## src/rtl/gtc_pkg.sv

```systemverilog
package gtc_pkg;

    localparam int REG_ADDR_W = 2;

    localparam logic [REG_ADDR_W-1:0] ADR_CTRL = 2'd0;
    localparam logic [REG_ADDR_W-1:0] ADR_LOW  = 2'd1;
    localparam logic [REG_ADDR_W-1:0] ADR_HIGH = 2'd2;

    // Control byte bit positions
    localparam int CB_RUN  = 0;
    localparam int CB_SRC  = 1;
    localparam int CB_GATE = 2;
    localparam int CB_MODE = 3;
    localparam int CB_OVF  = 7;

    typedef enum logic {
        MODE_WIDE   = 1'b0,
        MODE_RELOAD = 1'b1
    } cnt_mode_e;

    typedef struct packed {
        logic      ovf;
        cnt_mode_e mode;
        logic      gate;
        logic      src_ext;
        logic      run;
    } ctrl_t;

endpackage

```

## src/rtl/gtc_prescaler.sv

```systemverilog
module gtc_prescaler #(
    parameter int DIV = 12
) (
    input  logic clk,
    input  logic rst_n,
    output logic tick
);
    localparam int CW = (DIV > 1) ? $clog2(DIV) : 1;
    localparam logic [CW-1:0] LAST = CW'(DIV - 1);

    logic [CW-1:0] cnt_d, cnt_q;

    always_comb begin
        tick  = (cnt_q == LAST);
        cnt_d = tick ? '0 : cnt_q + 1'b1;
    end

    always_ff @(posedge clk) begin
        if (!rst_n) cnt_q <= '0;
        else        cnt_q <= cnt_d;
    end

    generate
        if (DIV > 1) begin : g_spacing
            AST_TICK_SPACING: assert property (@(posedge clk) disable iff (!rst_n)
                tick |=> !tick);
        end
    endgenerate

    AST_PRESC_RANGE: assert property (@(posedge clk) disable iff (!rst_n)
        cnt_q <= LAST);

endmodule

```

## src/rtl/gtc_pin_sync.sv

```systemverilog
module gtc_pin_sync #(
    parameter int STAGES = 2
) (
    input  logic clk,
    input  logic rst_n,
    input  logic pin,
    output logic level,
    output logic fall
);
    logic [STAGES:0] sh_d, sh_q;

    always_comb begin
        sh_d  = {sh_q[STAGES-1:0], pin};
        level = sh_q[STAGES-1];
        fall  = sh_q[STAGES] & ~sh_q[STAGES-1];
    end

    always_ff @(posedge clk) begin
        if (!rst_n) sh_q <= '0;
        else        sh_q <= sh_d;
    end

    AST_FALL_SINGLE: assert property (@(posedge clk) disable iff (!rst_n)
        fall |=> !fall);

endmodule

```

## src/rtl/gtc_count_core.sv

```systemverilog
module gtc_count_core #(
    parameter int BYTE_W = 8
) (
    input  logic [BYTE_W-1:0] lo_q,
    input  logic [BYTE_W-1:0] hi_q,
    input  logic              reload_mode,
    input  logic              inc,
    output logic [BYTE_W-1:0] lo_d,
    output logic [BYTE_W-1:0] hi_d,
    output logic              wrap
);
    localparam int WIDE_W = 2 * BYTE_W;

    logic [WIDE_W:0] wide_sum;
    logic [BYTE_W:0] low_sum;

    always_comb begin
        wide_sum = {1'b0, hi_q, lo_q} + (WIDE_W+1)'(1);
        low_sum  = {1'b0, lo_q} + (BYTE_W+1)'(1);
        lo_d     = lo_q;
        hi_d     = hi_q;
        wrap     = 1'b0;
        if (inc) begin
            if (reload_mode) begin
                wrap = low_sum[BYTE_W];
                lo_d = wrap ? hi_q : low_sum[BYTE_W-1:0];
            end else begin
                wrap         = wide_sum[WIDE_W];
                {hi_d, lo_d} = wide_sum[WIDE_W-1:0];
            end
        end
    end

endmodule

```

## src/rtl/gtc_timer.sv

```systemverilog
module gtc_timer
    import gtc_pkg::*;
#(
    parameter int BYTE_W      = 8,
    parameter int PRESCALE    = 12,
    parameter int SYNC_STAGES = 2
) (
    input  logic                  clk,
    input  logic                  rst_n,
    input  logic                  reg_wr,
    input  logic [REG_ADDR_W-1:0] reg_addr,
    input  logic [BYTE_W-1:0]     reg_wdata,
    output logic [BYTE_W-1:0]     reg_rdata,
    input  logic                  gate_pin,
    input  logic                  count_pin,
    output logic                  ovf_flag
);
    typedef struct packed {
        ctrl_t             ctrl;
        logic [BYTE_W-1:0] lo;
        logic [BYTE_W-1:0] hi;
    } state_t;

    state_t st_d, st_q;

    logic pre_tick, gate_lvl, gate_fall_unused, cnt_lvl_unused, cnt_fall;
    logic cnt_wr, ctrl_wr, gate_ok, src_tick, inc, wrap;
    logic [BYTE_W-1:0] lo_nx, hi_nx;

    gtc_prescaler #(.DIV(PRESCALE)) u_presc (
        .clk (clk), .rst_n (rst_n), .tick (pre_tick)
    );

    gtc_pin_sync #(.STAGES(SYNC_STAGES)) u_gate_sync (
        .clk (clk), .rst_n (rst_n), .pin (gate_pin),
        .level (gate_lvl), .fall (gate_fall_unused)
    );

    gtc_pin_sync #(.STAGES(SYNC_STAGES)) u_cnt_sync (
        .clk (clk), .rst_n (rst_n), .pin (count_pin),
        .level (cnt_lvl_unused), .fall (cnt_fall)
    );

    gtc_count_core #(.BYTE_W(BYTE_W)) u_core (
        .lo_q (st_q.lo), .hi_q (st_q.hi),
        .reload_mode (st_q.ctrl.mode == MODE_RELOAD),
        .inc (inc), .lo_d (lo_nx), .hi_d (hi_nx), .wrap (wrap)
    );

    always_comb begin
        ctrl_wr  = reg_wr && (reg_addr == ADR_CTRL);
        cnt_wr   = reg_wr && (reg_addr == ADR_LOW || reg_addr == ADR_HIGH);
        gate_ok  = st_q.ctrl.run && (!st_q.ctrl.gate || gate_lvl);
        src_tick = st_q.ctrl.src_ext ? cnt_fall : pre_tick;
        inc      = gate_ok && src_tick && !cnt_wr;

        st_d    = st_q;
        st_d.lo = lo_nx;
        st_d.hi = hi_nx;

        if (ctrl_wr) begin
            st_d.ctrl.run     = reg_wdata[CB_RUN];
            st_d.ctrl.src_ext = reg_wdata[CB_SRC];
            st_d.ctrl.gate    = reg_wdata[CB_GATE];
            st_d.ctrl.mode    = cnt_mode_e'(reg_wdata[CB_MODE]);
            st_d.ctrl.ovf     = st_q.ctrl.ovf && reg_wdata[CB_OVF];
        end
        if (reg_wr && reg_addr == ADR_LOW)  st_d.lo = reg_wdata;
        if (reg_wr && reg_addr == ADR_HIGH) st_d.hi = reg_wdata;
        if (wrap) st_d.ctrl.ovf = 1'b1;
    end

    always_ff @(posedge clk) begin
        if (!rst_n) st_q <= '0;
        else        st_q <= st_d;
    end

    always_comb begin
        reg_rdata = '0;
        case (reg_addr)
            ADR_CTRL: begin
                reg_rdata[CB_RUN]  = st_q.ctrl.run;
                reg_rdata[CB_SRC]  = st_q.ctrl.src_ext;
                reg_rdata[CB_GATE] = st_q.ctrl.gate;
                reg_rdata[CB_MODE] = st_q.ctrl.mode;
                reg_rdata[CB_OVF]  = st_q.ctrl.ovf;
            end
            ADR_LOW:  reg_rdata = st_q.lo;
            ADR_HIGH: reg_rdata = st_q.hi;
            default:  reg_rdata = '0;
        endcase
        ovf_flag = st_q.ctrl.ovf;
    end

    AST_HOLD_WHEN_STOPPED: assert property (@(posedge clk) disable iff (!rst_n)
        (!st_q.ctrl.run && !cnt_wr) |=> $stable({st_q.hi, st_q.lo}));

    AST_WRAP_SETS_FLAG: assert property (@(posedge clk) disable iff (!rst_n)
        wrap |=> ovf_flag);

    AST_FLAG_STICKY: assert property (@(posedge clk) disable iff (!rst_n)
        (ovf_flag && !(ctrl_wr && !reg_wdata[CB_OVF])) |=> ovf_flag);

    AST_WIDE_WRAP_ZERO: assert property (@(posedge clk) disable iff (!rst_n)
        (wrap && st_q.ctrl.mode == MODE_WIDE) |=> ({st_q.hi, st_q.lo} == '0));

    AST_RELOAD_COPY: assert property (@(posedge clk) disable iff (!rst_n)
        (wrap && st_q.ctrl.mode == MODE_RELOAD) |=> (st_q.lo == $past(st_q.hi)));

    AST_WRITE_WINS: assert property (@(posedge clk) disable iff (!rst_n)
        (reg_wr && reg_addr == ADR_LOW) |=> (st_q.lo == $past(reg_wdata)));

endmodule

```

## config.mk

```make
export PLATFORM = sky130hd
export DESIGN_NAME = gtc_timer
export DESIGN_NICKNAME = d
export VERILOG_FILES = /design/src/rtl/gtc_pkg.sv /design/src/rtl/gtc_prescaler.sv /design/src/rtl/gtc_pin_sync.sv /design/src/rtl/gtc_count_core.sv /design/src/rtl/gtc_timer.sv
export SDC_FILE = /design/constraint.sdc
export NUM_CORES = 1
export LEC_CHECK = 0
export BUFFER_PORTS_ARGS = -buffer_cell sky130_fd_sc_hd__buf_2
export CAP_MARGIN = 20
export CORE_MARGIN = 3
export CORE_UTILIZATION = 50
export CTS_CLUSTER_DIAMETER = 200
export DETAILED_ROUTE_END_ITERATION = 8
export PLACE_DENSITY_LB_ADDON = 0.3
export SLEW_MARGIN = 10
export SYNTH_ARGS = -nofsm -noshare
export SYNTH_HDL_FRONTEND = slang
export SYNTH_HIERARCHICAL = 1
export SYNTH_SLANG_ARGS = --single-unit
```

## constraint.sdc

```tcl
create_clock -name clk -period 2.87 [get_ports clk]
set_input_delay 0 -clock clk [delete_from_list [all_inputs] [get_ports clk]]
set_output_delay 0 -clock clk [all_outputs]
set_load 0.02 [all_outputs]
```

* After elaboration in Yosys (flattened, before gate mapping)
Cells that the tools add are included.
** Word-level totals
- Flip-flop bits (word level) :: 30
- Bits in latches :: 0
- RAM bits :: 0
- Memory bits (read-only) :: 0
- Bits of input ports :: 15
- Output and inout port bits :: 9
- Word-level logic and storage cells :: 53
- Memories :: 0
** Cells by class
- Add/sub/neg operators :: 3
- $mul :: 0
- Div/mod/pow operators :: 0
- Order comparisons :: 0
- Equality and inequality tests :: 4
- Shift-type cells :: 0
- Multiplexer cells :: 15
- Bitwise operators :: 3
- Reduce and logical (&&, ||, !) cells :: 18
** Operators by type and width (count)
- $mux W8 :: 7
- $add A16 B1 Y17 const B :: 1
- $pmux W4 S3 :: 1
- $add A8 B1 Y9 const B :: 1
- $logic_and A1 B1 Y1 :: 8
- $pmux W3 S2 :: 1
- $reduce_bool A2 Y1 :: 3
- $mux W5 :: 1
- $add A4 B1 Y4 const B :: 1
- $eq A4 B4 Y1 const B :: 1
- $mux W1 :: 4
- $pmux W1 S3 :: 1
- $eq A2 B1 Y1 const B :: 1
- $eq A2 B2 Y1 const B :: 1
- $logic_not A1 Y1 :: 2
- $logic_not A2 Y1 :: 1
- $logic_or A1 B1 Y1 :: 2
- $ne A2 B1 Y1 const B :: 1
- $not A1 Y1 :: 2
- $reduce_and A2 Y1 :: 1
- $reduce_or A2 Y1 :: 1
- $and A1 B1 Y1 :: 1

* Longest topological paths before layout
- Depth in word-level cells :: 7
- Mapped depth :: 10
- Mapped depth without buffers :: 9

* Hierarchy
The synthesis kept the hierarchy.
** By module, submodules not included
- gtc_timer :: instances 1, cells an instance 123, area an instance 1211.2 um^2, sequential area each 420.4 um^2
- gtc_count_core :: instances 1, cells an instance 73, area an instance 488.0 um^2, sequential area each 0.0 um^2
- gtc_pin_sync :: instances 2, cells an instance 7, area an instance 88.8 um^2, sequential area each 60.1 um^2
- gtc_prescaler :: instances 1, cells an instance 18, area an instance 175.2 um^2, sequential area each 80.1 um^2

* Worst setup path after synthesis
Ideal clock, no wire load.
- Kind :: register to register
- From :: register u_presc.cnt_q[0]
- To :: register st_q[15] in the netlist's numbering
- Library setup time :: 66 ps
- Data arrival time :: 2225 ps
- Data required time :: 2804 ps
- Path slack :: 578 ps
- Cell stages (with the launch flop) :: 11
- Buffers on the path :: 1
- Clock period less this slack :: 2292 ps
- Cells stage by stage :: dfxtp_1 > ha_1 > and3b_2 > mux2i_1 > a2111oi_2 > clkbuf_1 > and2_1 > a41oi_1 > a311oi_1 > a21bo_1 > a21oi_2
** Between the ends
- Longest elaborated chain between the ends :: 5
** Ends and longest elaborated chain
- start: declaration :: RTL line gtc_prescaler.sv:11 : logic [CW-1:0] cnt_d, cnt_q;
- start signal: assignment :: RTL line gtc_prescaler.sv:20 : else cnt_q <= cnt_d;
- $eq A4 B4 Y1 :: RTL line gtc_prescaler.sv:14 : tick = (cnt_q == LAST);
- named net pre_tick :: RTL line gtc_timer.sv:26 : logic pre_tick, gate_lvl, gate_fall_unused, cnt_lvl_unused, cnt_fall;
- $mux W1 :: RTL line gtc_timer.sv:54 : src_tick = st_q.ctrl.src_ext ? cnt_fall : pre_tick;
- $logic_and A1 B1 Y1 (2 in a row) :: RTL line gtc_timer.sv:55 : inc = gate_ok && src_tick && !cnt_wr;
- named net inc :: RTL line gtc_timer.sv:27 : logic cnt_wr, ctrl_wr, gate_ok, src_tick, inc, wrap;
- $reduce_bool A2 Y1 (no source line)
- end signal: assignment :: RTL line gtc_timer.sv:75 : else st_q <= st_d;
- end: declaration :: RTL line gtc_timer.sv:24 : state_t st_d, st_q;
The timed path passes the listed nets, and every way through them passes these cells.
A chain may end at the register's enable or synchronous reset.

* Final worst setup path
- From :: register u_presc.cnt_q[0]
- To :: register st_q[0] in the netlist's numbering
** Between the ends
- Longest elaborated chain between the ends :: 6
** Ends and longest elaborated chain (RTL line)
- $eq A4 B4 Y1 :: gtc_prescaler.sv:14
- named net pre_tick :: gtc_timer.sv:26
- $mux W1 :: gtc_timer.sv:54
- $logic_and A1 B1 Y1 (2 in a row) :: gtc_timer.sv:55
- named net inc :: gtc_timer.sv:27
- $reduce_bool A2 Y1 (no source line)
- $reduce_and A2 Y1 (no source line)
The timed path passes the listed nets, and every way through them passes these cells.

==> results.md <==
- Once the floorplan was initialized, standard cells occupied 53.45% of the core.
- The startpoint of the most critical hold path is reg_wdata[0].
- The sort of element at the start of the critical path is a flip-flop.
- The die covers 4830 um^2.
- Clock tree synthesis inserted a total of 5 buffers.
- Summing all multi-input logic gate instances after layout gives between 1000 and 1500 um^2.
- The data required time of the worst path is 3.09 ns.
- The mapped netlist covers about 2000 um^2.
- The die extent in x is approximately 69 um.
- The share of the clock period used by the worst path is between 90% and 100%.
- The path with the worst hold slack has its endpoint at st_q[8]$_SDFF_PN0_.
- The initial antenna violation count is 0.
- After clock tree synthesis, the setup repair step added 0 buffers.
- The root buffer cell is clkbuf_8.
- The peak fanout along the critical path is 5.
- The first routing iteration left roughly 120 violations.
- After technology mapping, the gate count stands at 225.
- Clock-pin slew was measured on the worst setup and hold paths at 0.07 ns.
- At the end of routability-driven placement, the weighted congestion stood at 0.8902.
- The detailed-router iteration count before antenna repair is 5.
- Summed over all failing endpoints, the final setup total negative slack is 0 ns.
- The via count of the first global-routing pass is around 1,700.
- The net total in the final layout is 269.
- The later pin in the worst-skew pair is clocked with a latency of 0.29 ns.
- The via count is 1,779.
- The endpoint identified for the worst register-to-register timing path is st_q[0]$_SDFF_PN0_.
- Setup slack on the critical path of the routed design comes to between 0.2 and 0.3 ns.
- The finished layout holds 296 standard cells, fillers aside.
- The routed design has 4746 um of wire.
- Based on the critical path, the design can be clocked at up to 386.4 MHz.
- The power per unit of standard cell area is 409.8 nW/um^2.
- The post-route cell area is between 2000 and 2500 um^2.
- The path class of the lowest-slack min-delay path is input port to flip-flop.
- The synthesis warning total is 6.
- The startpoint of the lowest-slack register-to-register path is u_presc/cnt_q[0]$_SDFF_PP0_.
- The cell depth of the worst min-delay path is 3.
- The critical path endpoint category is a flip-flop.
- The count of endpoints failing hold in the final timing report was 0.
- During I/O placement, the number of pins put on the boundary was 24.
- The number of levels in the clock H-tree is 2.
- The worst max-slew margin expressed relative to the limit is 33.07%.
- In the final layout, flip-flops and latches occupy around 600 um^2.
- Synthesis produced a netlist with a net count of 247.
- In the routed layout, each cell is associated on average with a via count of 6.010.
- The cell total after placement is 282.
- The placed standard-cell area is between 2000 and 2500 um^2.
- The die is 69.50 um tall.
- The worst-case register-to-register setup slack is 0.28 ns.
- In the global route stage, overall resource usage came out at between 20% and 30%.
- The average wire per standard cell is between 15 and 20 um.
- The final number of max-transition violations is 0.
- In this run the tool buffered the top-level ports with 23 buffer cells.
- Post-CTS repair changed the size of 0 cells.
- Between clock sinks in the finished design, the worst skew comes to 0.01088 ns.
- The ratio of cells with drive above 1 in the final layout is 25.40%.
- The count of antenna diodes in the layout is 0.
- The clock passes through at most 2 buffers.
- The run finished with clean final reports.
- The synthesized area per cell is 8.959 um^2.
- Setup violations remaining at the end of the flow were counted as 0.
- The number of placement rows is 22.
- Compared with the post-synthesis result, the final layout area differs by 11.11%.
- The setup path with the least slack is of type flip-flop to flip-flop.
- The shortest clock period the worst path allows after layout is roughly 2.6 ns.
- The first global-routing pass estimated 8183 um of wire.
- The leakage power is 0.0008719 uW.
- The maximum number of pins on one net before global-route repair is 42.
- Prior to clock tree synthesis, the placed netlist has a worst setup slack of about 0.34 ns.
- The max-cap violation count is 0.
- The length in cells of the worst reg-to-reg path is 9.
- The utilization after layout is 59.39%.
- The CTS tree is done.
- Setup repair after global routing left no endpoint under its margin.
- The number of nets with antenna violations after routing is 0.
- In the routed design, unresolved DRC markers number 0.
- The estimated wirelength of the detail-placed design is roughly 3200 um.
- The number of clock sinks seen by CTS is 30.
- The floorplan step defined a core boundary enclosing 3771 um^2.
- The fill cell total of the finished layout is 337.
- The total congestion overflow after global routing is 0.
- The slew at the pin closest to its max-slew limit is 1.003 ns.
- The maximum ir drop on the vdd rail is between 300 and 400 uV.
- At the worst endpoint, the arrival time is roughly 2.8 ns.
## state kept, by name, indices dropped and copies added, names as in the netlist
signal	count
u_gate_sync/sh_q	2
u_cnt_sync/sh_q	3
u_presc/cnt_q	4
ovf_flag	1
st_q	20
## cells in the final DEF, fill, tap and decap left out, drive strengths merged, types with 5 or more instances in the layout
cell type	instances
dfxtp	30
nand3	25
buf	25
a21oi	23
a21bo	20
nor2	14
inv	9
nand2	8
nor3	8
ha	7
clkbuf	7
and2	7
dlygate4sd3	6
nor2b	5
a222oi	5
## worst max-delay path, cell delays in order (launching register included)
cell,delay (ns)
dfxtp_1,0.37
ha_1,0.20
and3b_2,0.23
mux2i_1,0.09
a2111oi_2,0.50
nand4_1,0.34
nor3_1,0.28
xor2_1,0.18
a21bo_1,0.23
a21oi_2,0.12
## power breakdown
group	internal (uW)	switching [uW]	total, uW
Combinational	48.9	64.8	114
Sequential	432	19.3	452
Clock	193	159	352
Total	674	244	918
## routing by layer
| metal | up-vias | wire length (um) | global-route usage, % |
|---|---|---|---|
| li1 | 863 | - | - |
| met1 | 861 | 2281 | 29.19 |
| met2 | 49 | 2152 | 31.36 |
| met3 | 6 | 262 | 6.232 |
| met4 | 0 | 50 | 6.725 |
| met5 | - | 0 | 0 |
## final cells by class
cell class              count  area share (%)
multi-input cells         170           56.42
flip-flops and latches     30           26.82
repair buffers             31           8.492
clock buffers               7           3.855
well taps                  48           2.682
inverters                   9           1.508
clock inverters             1          0.2235
## what timing repair did
action                     in CTS  in global routing
hold endpoints to repair        9                  0
setup endpoints to repair       0                  0
hold buffers                    6                  0
## through the flow
stage | hold slack, ns | total power, uW
2_1_floorplan | 0.1138 | 540.0
3_3_place_gp | 0.1983 | 564.7
3_5_place_dp | 0.2079 | 566.8
4_1_cts | 0.0008800 | 923.1
5_1_grt | 0.007933 | 962.7
6_report | 0.004988 | 917.9
## worst max-delay path by stage
stage,from,to,slack (ns),cells past startpoint
finish,u_presc/cnt_q[0]$_SDFF_PP0_,st_q[0]$_SDFF_PN0_,0.28,9
global route,u_presc/cnt_q[0]$_SDFF_PP0_,st_q[15]$_SDFF_PN0_,0.11,9
CTS,u_presc/cnt_q[0]$_SDFF_PP0_,st_q[0]$_SDFF_PN0_,0.33,9
detailed placement,u_presc/cnt_q[0]$_SDFF_PP0_,st_q[0]$_SDFF_PN0_,0.34,9
global placement,u_presc/cnt_q[0]$_SDFF_PP0_,st_q[15]$_SDFF_PN0_,0.45,9
floorplan,u_presc/cnt_q[0]$_SDFF_PP0_,st_q[15]$_SDFF_PN0_,0.58,10
Note: power is estimated with default switching activity, not from simulation.
